File: config.mk
export PLATFORM = sky130hd
export DESIGN_NAME = link_aspm_ctrl
export DESIGN_NICKNAME = d
export VERILOG_FILES = /design/src/rtl/aspm_pkg.sv /design/src/rtl/aspm_idle_timer.sv /design/src/rtl/aspm_l1_resp.sv /design/src/rtl/aspm_state_fsm.sv /design/src/rtl/link_aspm_ctrl.sv
export SDC_FILE = /design/constraint.sdc
export NUM_CORES = 1
export LEC_CHECK = 0
export ABC_AREA = 0
export CORE_MARGIN = 3
export CORE_UTILIZATION = 51
export CTS_CLUSTER_SIZE = 16
export DETAILED_ROUTE_END_ITERATION = 8
export PLACE_DENSITY = 0.79
export SYNTH_ARGS = -nofsm -noshare
export SYNTH_HDL_FRONTEND = slang
export SYNTH_SLANG_ARGS = --single-unit
File: constraint.sdc
create_clock -name clk -period 3.1 [get_ports clk]
set_clock_uncertainty 0.1 [all_clocks]
set_input_delay 0.62 -clock clk [delete_from_list [all_inputs] [get_ports clk]]
set_output_delay 0.62 -clock clk [all_outputs]
set_load 0.005 [all_outputs]
File: src/rtl/aspm_pkg.sv
package aspm_pkg;
  typedef enum logic [2:0] {
    LNK_L0     = 3'd0,
    LNK_L0S    = 3'd1,
    LNK_L1     = 3'd2,
    LNK_L23RDY = 3'd3,
    LNK_L2     = 3'd4,
    LNK_L3     = 3'd5
  } lnk_state_e;

  localparam logic [2:0] PWR_D0     = 3'd0;
  localparam logic [2:0] PWR_D1     = 3'd1;
  localparam logic [2:0] PWR_D2     = 3'd2;
  localparam logic [2:0] PWR_D3HOT  = 3'd3;
  localparam logic [2:0] PWR_D3COLD = 3'd4;
endpackage

File: src/rtl/aspm_idle_timer.sv
module aspm_idle_timer #(
  parameter int CNT_W    = 8,
  parameter int L1_SHIFT = 2
) (
  input  logic             clk,
  input  logic             rst,
  input  logic             count_en,
  input  logic             tx_idle,
  input  logic [CNT_W-1:0] idle_limit,
  output logic             hit_l0s,
  output logic             hit_l1
);
  localparam int RUN_W = CNT_W + L1_SHIFT;

  logic [RUN_W-1:0] run_q;
  logic [RUN_W:0]   run_now;
  logic [RUN_W:0]   l0s_thr;
  logic [RUN_W:0]   l1_thr;

  // run_now counts the current idle edge as well
  assign run_now = {1'b0, run_q} + 1'b1;
  assign l0s_thr = {{(L1_SHIFT + 1){1'b0}}, idle_limit};
  assign l1_thr  = l0s_thr << L1_SHIFT;
  assign hit_l0s = count_en && tx_idle && (run_now >= l0s_thr);
  assign hit_l1  = count_en && tx_idle && (run_now >= l1_thr);

  always_ff @(posedge clk) begin
    if (rst) begin
      run_q <= '0;
    end else if (count_en && tx_idle) begin
      if (run_q != {RUN_W{1'b1}}) run_q <= run_q + 1'b1;
    end else begin
      run_q <= '0;
    end
  end
endmodule

File: src/rtl/aspm_l1_resp.sv
module aspm_l1_resp (
  input  logic       clk,
  input  logic       rst,
  input  logic [1:0] aspm_ctl,
  input  logic       dev_is_d0,
  input  logic       link_active,
  input  logic       rx_l1_req,
  output logic       accept_now,
  output logic       l1_ack,
  output logic       l1_nak
);
  logic reject_now;

  assign accept_now = rx_l1_req && link_active && dev_is_d0 && aspm_ctl[1];
  assign reject_now = rx_l1_req && link_active && !aspm_ctl[1];

  always_ff @(posedge clk) begin
    if (rst) begin
      l1_ack <= 1'b0;
      l1_nak <= 1'b0;
    end else begin
      l1_ack <= accept_now;
      l1_nak <= reject_now;
    end
  end

  AST_ONE_RESP: assert property (@(posedge clk) disable iff (rst)
    !(l1_ack && l1_nak));
  AST_NAK_WHEN_OFF: assert property (@(posedge clk) disable iff (rst)
    (rx_l1_req && link_active && !aspm_ctl[1]) |=> (l1_nak && !l1_ack));
endmodule

File: src/rtl/aspm_state_fsm.sv
module aspm_state_fsm
  import aspm_pkg::*;
(
  input  logic       clk,
  input  logic       rst,
  input  logic [1:0] aspm_ctl,
  input  logic [2:0] dev_pwr,
  input  logic       tx_idle,
  input  logic       pwroff_req,
  input  logic       vaux_ok,
  input  logic       accept_now,
  input  logic       hit_l0s,
  input  logic       hit_l1,
  output lnk_state_e state_q,
  output logic       tx_l1_req,
  output logic       tx_allow
);
  lnk_state_e nxt;
  logic       self_l1;
  logic       is_d0;
  logic       l23_go;

  assign is_d0  = (dev_pwr == PWR_D0);
  assign l23_go = (dev_pwr == PWR_D3HOT) && pwroff_req;

  always_comb begin
    nxt     = state_q;
    self_l1 = 1'b0;
    if (dev_pwr == PWR_D3COLD) begin
      nxt = vaux_ok ? LNK_L2 : LNK_L3;
    end else begin
      case (state_q)
        LNK_L0, LNK_L0S: begin
          if (l23_go)                                  nxt = LNK_L23RDY;
          else if (!is_d0)                             nxt = LNK_L1;
          else if (accept_now)                         nxt = LNK_L1;
          else if (aspm_ctl[1] && hit_l1) begin
            nxt     = LNK_L1;
            self_l1 = 1'b1;
          end
          else if (state_q == LNK_L0S && !tx_idle)     nxt = LNK_L0;
          else if (state_q == LNK_L0 && aspm_ctl[0] && hit_l0s) nxt = LNK_L0S;
        end
        LNK_L1: begin
          if (l23_go)                nxt = LNK_L23RDY;
          else if (is_d0 && !tx_idle) nxt = LNK_L0;
        end
        LNK_L23RDY: begin
          if (is_d0) nxt = LNK_L0;
        end
        default: nxt = LNK_L0;
      endcase
    end
  end

  always_ff @(posedge clk) begin
    if (rst) begin
      state_q   <= LNK_L0;
      tx_l1_req <= 1'b0;
      tx_allow  <= 1'b1;
    end else begin
      state_q   <= nxt;
      tx_l1_req <= self_l1;
      tx_allow  <= (nxt == LNK_L0);
    end
  end

  AST_TXREQ_GATED: assert property (@(posedge clk) disable iff (rst)
    tx_l1_req |-> ($past(aspm_ctl[1]) && $past(dev_pwr) == PWR_D0));
  AST_L0S_GATED: assert property (@(posedge clk) disable iff (rst)
    (state_q == LNK_L0S && $past(state_q) != LNK_L0S) |-> $past(aspm_ctl[0]));
  AST_D3COLD_OFF: assert property (@(posedge clk) disable iff (rst)
    (dev_pwr == PWR_D3COLD) |=> (state_q == LNK_L2 || state_q == LNK_L3));
  AST_L23_ENTRY: assert property (@(posedge clk) disable iff (rst)
    (state_q == LNK_L23RDY && $past(state_q) != LNK_L23RDY)
      |-> ($past(dev_pwr) == PWR_D3HOT && $past(pwroff_req)));
endmodule

File: src/rtl/link_aspm_ctrl.sv
module link_aspm_ctrl
  import aspm_pkg::*;
#(
  parameter int CNT_W    = 8,
  parameter int L1_SHIFT = 2
) (
  input  logic             clk,
  input  logic             rst,
  input  logic [1:0]       aspm_ctl,
  input  logic [2:0]       dev_pwr,
  input  logic             tx_idle,
  input  logic [CNT_W-1:0] idle_limit,
  input  logic             rx_l1_req,
  input  logic             pwroff_req,
  input  logic             vaux_ok,
  output logic [2:0]       link_state,
  output logic             tx_l1_req,
  output logic             rx_l1_ack,
  output logic             rx_l1_nak,
  output logic             tx_allow
);
  lnk_state_e state_w;
  logic       active_w;
  logic       d0_w;
  logic       accept_w;
  logic       hit_l0s_w;
  logic       hit_l1_w;

  assign active_w   = (state_w == LNK_L0) || (state_w == LNK_L0S);
  assign d0_w       = (dev_pwr == PWR_D0);
  assign link_state = state_w;

  aspm_idle_timer #(.CNT_W(CNT_W), .L1_SHIFT(L1_SHIFT)) u_timer (
    .clk        (clk),
    .rst        (rst),
    .count_en   (active_w && d0_w),
    .tx_idle    (tx_idle),
    .idle_limit (idle_limit),
    .hit_l0s    (hit_l0s_w),
    .hit_l1     (hit_l1_w)
  );

  aspm_l1_resp u_resp (
    .clk         (clk),
    .rst         (rst),
    .aspm_ctl    (aspm_ctl),
    .dev_is_d0   (d0_w),
    .link_active (active_w),
    .rx_l1_req   (rx_l1_req),
    .accept_now  (accept_w),
    .l1_ack      (rx_l1_ack),
    .l1_nak      (rx_l1_nak)
  );

  aspm_state_fsm u_fsm (
    .clk        (clk),
    .rst        (rst),
    .aspm_ctl   (aspm_ctl),
    .dev_pwr    (dev_pwr),
    .tx_idle    (tx_idle),
    .pwroff_req (pwroff_req),
    .vaux_ok    (vaux_ok),
    .accept_now (accept_w),
    .hit_l0s    (hit_l0s_w),
    .hit_l1     (hit_l1_w),
    .state_q    (state_w),
    .tx_l1_req  (tx_l1_req),
    .tx_allow   (tx_allow)
  );

  AST_ACK_IN_L1: assert property (@(posedge clk) disable iff (rst)
    rx_l1_ack |-> (link_state == 3'd2));
  AST_REQ_IN_L1: assert property (@(posedge clk) disable iff (rst)
    tx_l1_req |-> (link_state == 3'd2 && !rx_l1_ack));
endmodule

==> results.sh, run 1 <==
export IMPL_status="finished clean"
export IMPL_routabilityCongestion=0.9507
export IMPL_critPathArrivalTime_ns=3.01
export IMPL_ys_top_cells_by_area="dfxtp_1 (26%), ha_1 (17%), inv_1 (5.8%)"
export IMPL_fp_dieW_microns=56.51
export IMPL_cp_max_fo=6
export IMPL_slew_headroom=0.6809
export IMPL_antenna_cells=0
export IMPL_area_delta_synth_final_pct=24.33
export IMPL_hold_end="u_timer.run_q[1]$_SDFFE_PP0P_"
export IMPL_antenna_left=0
export IMPL_synth_seq_cells=17
export IMPL_fin_nets=227
export IMPL_hp_start="u_timer.run_q[1]$_SDFFE_PP0P_"
export IMPL_grt_util_all_layers=0.2142
export IMPL_place_inst=213
export IMPL_hp_class="reg -> reg"
export IMPL_clock_sinks=17
export IMPL_period_needed_ns=2.920
export IMPL_cts_buffers=3
export IMPL_syn_nets=198
export IMPL_drt_iter0_markers=66
export IMPL_grt_pass1_vias=1202
export IMPL_yosysTopAreaCellShare=0.2615
export IMPL_vdd_drop_max_v=0.0003073
export IMPL_tightestPinTransition_ns=0.4761
export IMPL_fin_crit_sh=0.9419
export IMPL_path_cells="and4_2 -> nand2_1 -> xor2_1 -> inv_1 -> ha_1 -> o21ai_0 -> a221o_1 -> a311oi_1 -> or3_2 -> nor2_1 -> a21o_1"
export IMPL_synthesis_area_sq_um=1301
export IMPL_cts_hold_buf=0
export IMPL_synth_simple_gate_area_frac=0.2135
export IMPL_initial_utilization=0.5613
export IMPL_grt_pass1_wl_microns=5526
export IMPL_setup_violations=0
export IMPL_layout_cells_non_filler=217
export IMPL_die_area_sq_um=3193
export IMPL_max_freq_mhz=342.5
export IMPL_synth_edf_count=0
export IMPL_cts_path_max_buffers=2
export IMPL_drive_gt1_frac=0.08466
export IMPL_routed_wl_microns=3268
export IMPL_critPathLaunchType="register"
export IMPL_grt_max_degree=12
export IMPL_regToRegEndpoint="u_fsm.tx_allow$_SDFF_PP1_"
export IMPL_portBuffers=25
export IMPL_drtPass1Iterations=7
export IMPL_muxShareOfSynthArea=0.01538
export IMPL_rsz0062_at_grt="no"
export IMPL_holdPathStages=2
export IMPL_setup_tns_ns=0
export IMPL_slowest_stage="dfxtp_1"
export IMPL_maxSlewViolCount=0
export IMPL_synth_most_common_cell="inv_1"
export IMPL_wl_per_cell_microns=15.06
export IMPL_htree_levels=1
export IMPL_detail_route_vias_per_cell=6.000
export IMPL_rows=17
export IMPL_antenna_found_initial=0
export IMPL_crit_buf_inv=1
export IMPL_synth_compound_area_frac=0.2019
export IMPL_cts_tree="yes"
export IMPL_ios=26
export IMPL_power_density_nw_per_um2=265.3
export IMPL_drc=0
export IMPL_syn_area_per_cell_sq_um=8.082
export IMPL_end_kind="register"
export IMPL_worst_r2r_startpoint="u_timer.run_q[2]$_SDFFE_PP0P_"
export IMPL_cp_required_ns=3.20
export IMPL_synthFlopType="dfxtp_1"
export IMPL_num_vias=1302
export IMPL_die_y_microns=56.51
export IMPL_max_cap_viol_count=0
export IMPL_criticalPathCategory="reg -> reg"
export IMPL_rrSetupSlack_ns=0.18
export IMPL_synth_top_family_by_area="simple AND/OR/NAND/NOR gates"
export IMPL_synth_xor_xnor_area_share=0.06058
export IMPL_grt_overflow_total=0
export IMPL_synthAdderAreaFrac=0.1731
export IMPL_reg2reg_depth=11
export IMPL_coreArea_sq_um=2318
export IMPL_synthCells=161
export IMPL_finalHoldViolCount=0
export IMPL_leakage_uw=0.0006867
export IMPL_async_reset_ff_frac=0
export IMPL_ys_seq_area_frac=0.2615
export IMPL_yosys_warnings=0
export IMPL_path_clk_slew_ns=0.10
export IMPL_crit_family="compound AO/OA/AOI/OAI gates"
export IMPL_netlist_top_cells_count="inv_1 (20), ha_1 (18), dfxtp_1 (17), nor2_1 (14), o21ai_0 (11)"
export IMPL_synth_cell_types=40
export IMPL_clock_root_buffer="clkbuf_4"
export IMPL_insertion_delay_ns=0.30
export IMPL_slowest_delay_ns=0.45
export IMPL_hpwlAfterDp_microns=2576
export IMPL_fin_util=0.6978
export IMPL_yosys_area_top_type="dfxtp_1"
==> through the flow <==
step	worst slack (ns)	hold WS (ns)	area [sq um]	total power (uW)
2_1_floorplan	0.5120	0.4189	1301	265.0
3_3_place_gp	0.3261	0.4563	1580	306.2
3_5_place_dp	0.2212	0.4693	1580	308.7
4_1_cts	0.1615	0.4869	1610	431.2
5_1_grt	0.01131	0.5107	1618	448.8
6_report	0.1802	0.4828	1618	429.2
==> cell families (layout without fill, tap and decap cells) <==
group	Yosys count	in the layout
buffers and inverters	23	51
and+or+nand+nor	52	52
DFF	17	17
muxes	2	2
xor gates and xnor gates	9	9
adders and majority gates	18	18
AOI/OAI and AO/OA	40	40
==> registers in the layout, summed over array words and instances, names as in the netlist <==
| register | cells |
|---|---|
| u_timer.run_q | 10 |
| u_fsm.state_q | 3 |
| u_fsm.tx_allow | 1 |
| u_fsm.tx_l1_req | 1 |
| u_resp.l1_ack | 1 |
| u_resp.l1_nak | 1 |
==> worst max path at each step <==
| stage | start | slack, ns | endpoint | cells past startpoint |
|---|---|---|---|---|
| CTS | u_timer.run_q[1]$_SDFFE_PP0P_ | 0.16 | u_fsm.tx_allow$_SDFF_PP1_ | 11 |
| global route | u_timer.run_q[2]$_SDFFE_PP0P_ | 0.01 | u_fsm.state_q[0]$_SDFF_PP0_ | 11 |
| global placement | idle_limit[5] | 0.33 | u_fsm.tx_allow$_SDFF_PP1_ | 9 |
| finish | u_timer.run_q[2]$_SDFFE_PP0P_ | 0.18 | u_fsm.tx_allow$_SDFF_PP1_ | 11 |
| detailed placement | u_timer.run_q[1]$_SDFFE_PP0P_ | 0.22 | u_fsm.tx_allow$_SDFF_PP1_ | 11 |
| floorplan | u_timer.run_q[0]$_SDFFE_PP0P_ | 0.51 | u_fsm.tx_allow$_SDFF_PP1_ | 12 |
==> worst reg2reg max path, cell delays in order (launching register included) <==
cell and delay, ns:
dfxtp_1 0.45, and4_2 0.29, nand2_1 0.08, xor2_1 0.25, inv_1 0.10, ha_1 0.30, o21ai_0 0.13, a221o_1 0.36
a311oi_1 0.34, or3_2 0.21, nor2_1 0.04, a21o_1 0.19
==> routing by layer <==
| metal | vias up | wire, microns | part of all wire | track usage |
|---|---|---|---|---|
| li1 | 637 | - | - | - |
| met1 | 575 | 1497 | 0.46 | 0.2953 |
| met2 | 82 | 1420 | 0.43 | 0.3284 |
| met3 | 8 | 308 | 0.094 | 0.05287 |
| met4 | 0 | 41 | 0.013 | 0.06102 |
| met5 | - | 0 | 0 | 0 |
==> cells in the final DEF, fill, tap and decap left out, types with 2 or more instances in the layout <==
master and instances:
clkdlybuf4s50_1 25, nor3_1 7, nand2b_1 2, and3b_1 2, xor2_1 5, nand3_1 8
mux2i_1 2, o22ai_1 2, ha_1 17, a31oi_1 2, a21oi_1 9, o21ai_0 11
inv_1 20, xnor2_1 4, nor2_1 14, clkbuf_4 3, a41oi_1 2, nand4_1 4
dfxtp_1 17, nand2_1 7, a211oi_1 2, a31o_2 2, buf_4 2
==> report_power, final <==
part           internal (uW)  leakage, uW  switching, uW
Sequential               222     0.000138           5.08
Clock                   49.1    0.0000139           74.4
Combinational           43.5     0.000535           34.7
Total                    315     0.000687            114
==> final cells by class <==
cell class                      instances  area (sq um)
Clock buffer                            3         22.52
Clock inverter                          1         7.507
Fill cell                             185         700.7
Inverter                               20         75.07
Multi-Input combinational cell        121         872.1
Sequential cell                        17         340.3
Tap cell                               28         35.03
Timing Repair Buffer                   27         265.3
==> timing repair <==
| action | 4_1_cts | 5_1_grt |
|---|---|---|
| endpoints found under the setup margin | 0 | 2 |
| gates resized for setup | 0 | 2 |
| setup buffers | 0 | 0 |
(Power assumes the default switching activity.)
==> inputs of run 2 (changes only) <==
CELL_PAD_IN_SITES_DETAIL_PLACEMENT = 2   (was unset)
CELL_PAD_IN_SITES_GLOBAL_PLACEMENT = 2   (was unset)
CORE_UTILIZATION = 31   (was 51)
CTS_BUF_LIST = sky130_fd_sc_hd__clkbuf_8   (was unset)
PLACE_DENSITY = 0.82   (was 0.79)
==> results.sh, run 2 (synthesis results as in run 1) <==
export IMPL_status="finished clean"
export IMPL_biggestRegsByFlops="u_timer.run_q x10, u_fsm.state_q x3"
export IMPL_criticalPathCategory="reg -> reg"
export IMPL_antenna_found_initial=0
export IMPL_cp_max_fo=6
export IMPL_coreArea_sq_um=3854
export IMPL_postCtsSetupBuffers=0
export IMPL_critPathLaunchType="register"
export IMPL_cts_path_max_buffers=2
export IMPL_initial_utilization=0.3377
export IMPL_hpwlAfterDp_microns=3339
export IMPL_slew_headroom=0.7257
export IMPL_hp_class="reg -> reg"
export IMPL_fin_nets=228
export IMPL_clkPwrFrac=0.363
export IMPL_worst_r2r_startpoint="u_timer.run_q[2]$_SDFFE_PP0P_"
export IMPL_finalHoldViolCount=0
export IMPL_layout_common_cells="clkdlybuf4s50_1 (25), inv_1 (20), ha_1 (17), dfxtp_1 (17), nor2_1 (14)"
export IMPL_reg2reg_depth=11
export IMPL_grt_pass1_wl_microns=6900
export IMPL_max_freq_mhz=345.6
export IMPL_clock_root_buffer="clkbuf_8"
export IMPL_grt_overflow_total=0
export IMPL_htree_levels=1
export IMPL_grt_pass1_vias=1361
export IMPL_path_clk_slew_ns=0.08
export IMPL_setup_tns_ns=0
export IMPL_num_vias=1272
export IMPL_grt_max_degree=12
export IMPL_critPathArrivalTime_ns=2.95
export IMPL_multi_input_area_sq_um=878.3
export IMPL_netSwitchingFraction=0.2579
export IMPL_portBuffers=25
export IMPL_largest_register="u_timer.run_q"
export IMPL_fin_crit_sh=0.9334
export IMPL_p_int_uw=356.8
export IMPL_die_area_sq_um=5011
export IMPL_max_cap_viol_count=0
export IMPL_setup_violations=0
export IMPL_regToRegEndpoint="u_fsm.tx_allow$_SDFF_PP1_"
export IMPL_rows=22
export IMPL_drtPass1Iterations=4
export IMPL_holdWs_ns=0.5050
export IMPL_power_density_nw_per_um2=286.9
export IMPL_ios=26
export IMPL_cp_required_ns=3.15
export IMPL_power_frac_comb=0.164
export IMPL_drive_gt1_frac=0.09474
export IMPL_drc=0
export IMPL_fillerInstances=438
export IMPL_vdd_drop_max_v=0.0002540
export IMPL_area_delta_synth_final_pct=28.75
export IMPL_grt_util_all_layers=0.1701
export IMPL_p_sw_uw=124.0
export IMPL_insertion_delay_ns=0.26
export IMPL_wl_per_cell_microns=17.35
export IMPL_maxSlewViolCount=0
export IMPL_rrSetupSlack_ns=0.21
export IMPL_clock_sinks=17
export IMPL_end_kind="register"
export IMPL_antenna_left=0
export IMPL_period_needed_ns=2.894
export IMPL_die_y_microns=70.79
export IMPL_largest_reg_flops=10
export IMPL_fp_dieW_microns=70.79
export IMPL_hold_end="u_resp.l1_nak$_SDFF_PP0_"
export IMPL_routed_wl_microns=4130
export IMPL_final_common_cell="clkdlybuf4s50_1"
export IMPL_tightestPinTransition_ns=0.4072
export IMPL_cts_buffers=3
export IMPL_holdPathStages=1
export IMPL_routabilityCongestion=0.8303
export IMPL_hp_start="u_fsm.state_q[2]$_SDFF_PP0_"
export IMPL_stdcell_area_sq_um=1675
export IMPL_detail_route_vias_per_cell=5.345
export IMPL_drt_iter0_markers=98
export IMPL_seq_area_sq_um=340.3
export IMPL_seqPwrFrac=0.473
export IMPL_rsz0062_at_grt="no"
export IMPL_leakage_uw=0.0006988
export IMPL_antenna_cells=0
export IMPL_placed_cell_area_sq_um=1613
export IMPL_cts_tree="yes"
[run 2: changes by cell type in the layout (fill, tap and decap cells not counted)]
cell	before	now
clkbuf_4	3	0
clkbuf_8	0	3
a311oi_1	1	0
a311oi_2	0	1
buf_4	2	3
[run 2: area by class of cell]
type,count,area share
repair buffers,28,0.1628
clock inverters,1,0.004481
clock buffers,3,0.02465
multi-input cells,121,0.5243
flip-flops and latches,17,0.2031
well taps,48,0.03585
inverters,20,0.04481
[run 2: power groups by stage]
| stage | clock network [uW] | registers (uW) | logic, uW |
|---|---|---|---|
| after floorplan | 0 | 230 | 34.9 |
| after global placement | 0 | 232 | 76.2 |
| after detailed placement | 0 | 232 | 78.9 |
| after CTS | 176 | 227 | 79.4 |
| after global routing | 189 | 229 | 88.2 |
| final | 174 | 227 | 78.8 |
[run 2: worst max path at each step]
stage	startpoint	to	slack, ns	cells after the start
floorplan	u_timer.run_q[0]$_SDFFE_PP0P_	u_fsm.tx_allow$_SDFF_PP1_	0.51	12
global placement	idle_limit[4]	u_fsm.tx_allow$_SDFF_PP1_	0.31	9
detailed placement	u_timer.run_q[1]$_SDFFE_PP0P_	u_fsm.state_q[0]$_SDFF_PP0_	0.25	10
CTS	u_timer.run_q[1]$_SDFFE_PP0P_	u_fsm.tx_allow$_SDFF_PP1_	0.1	11
global route	u_timer.run_q[2]$_SDFFE_PP0P_	u_fsm.state_q[1]$_SDFF_PP0_	0.01	11
finish	u_timer.run_q[2]$_SDFFE_PP0P_	u_fsm.tx_allow$_SDFF_PP1_	0.21	11
[run 2: repair_timing]
item | 4_1_cts | 5_1_grt
hold buffers | 0 | 0
endpoints found under the setup margin | 0 | 3
resized for setup | 0 | 3
[run 2: stage by stage]
stage / total power [uW] / worst slack [ns] / instances / utilization
after global routing: 506.0 / 0.01115 / 238 / 0.4347
after detailed placement: 311.3 / 0.2514 / 234 / 0.4185
after CTS: 482.5 / 0.09616 / 238 / 0.4312
after floorplan: 265.0 / 0.5120 / 161 / -
after global placement: 308.5 / 0.3135 / 234 / 0.4185
final: 480.7 / 0.2064 / 238 / 0.4347
[run 2: per-layer routing]
| layer | vias to the layer above | global-route usage | share of wire |
|---|---|---|---|
| met2 | 17 | 0.2812 | 0.47 |
| li1 | 643 | - | - |
| met4 | 0 | 0.02505 | 0.0046 |
| met3 | 2 | 0.03125 | 0.031 |
| met1 | 610 | 0.2351 | 0.49 |
| met5 | - | 0 | 0 |
[run 2: critical path, stage by stage, from the launching register on]
cell and delay (ns):
dfxtp_1 0.44, and4_2 0.28, nand4_1 0.15, xor2_1 0.27, inv_1 0.09, ha_1 0.29
o21ai_0 0.08, a221o_1 0.37, a311oi_2 0.29, or3_2 0.20, nor2_1 0.04, a21o_1 0.18
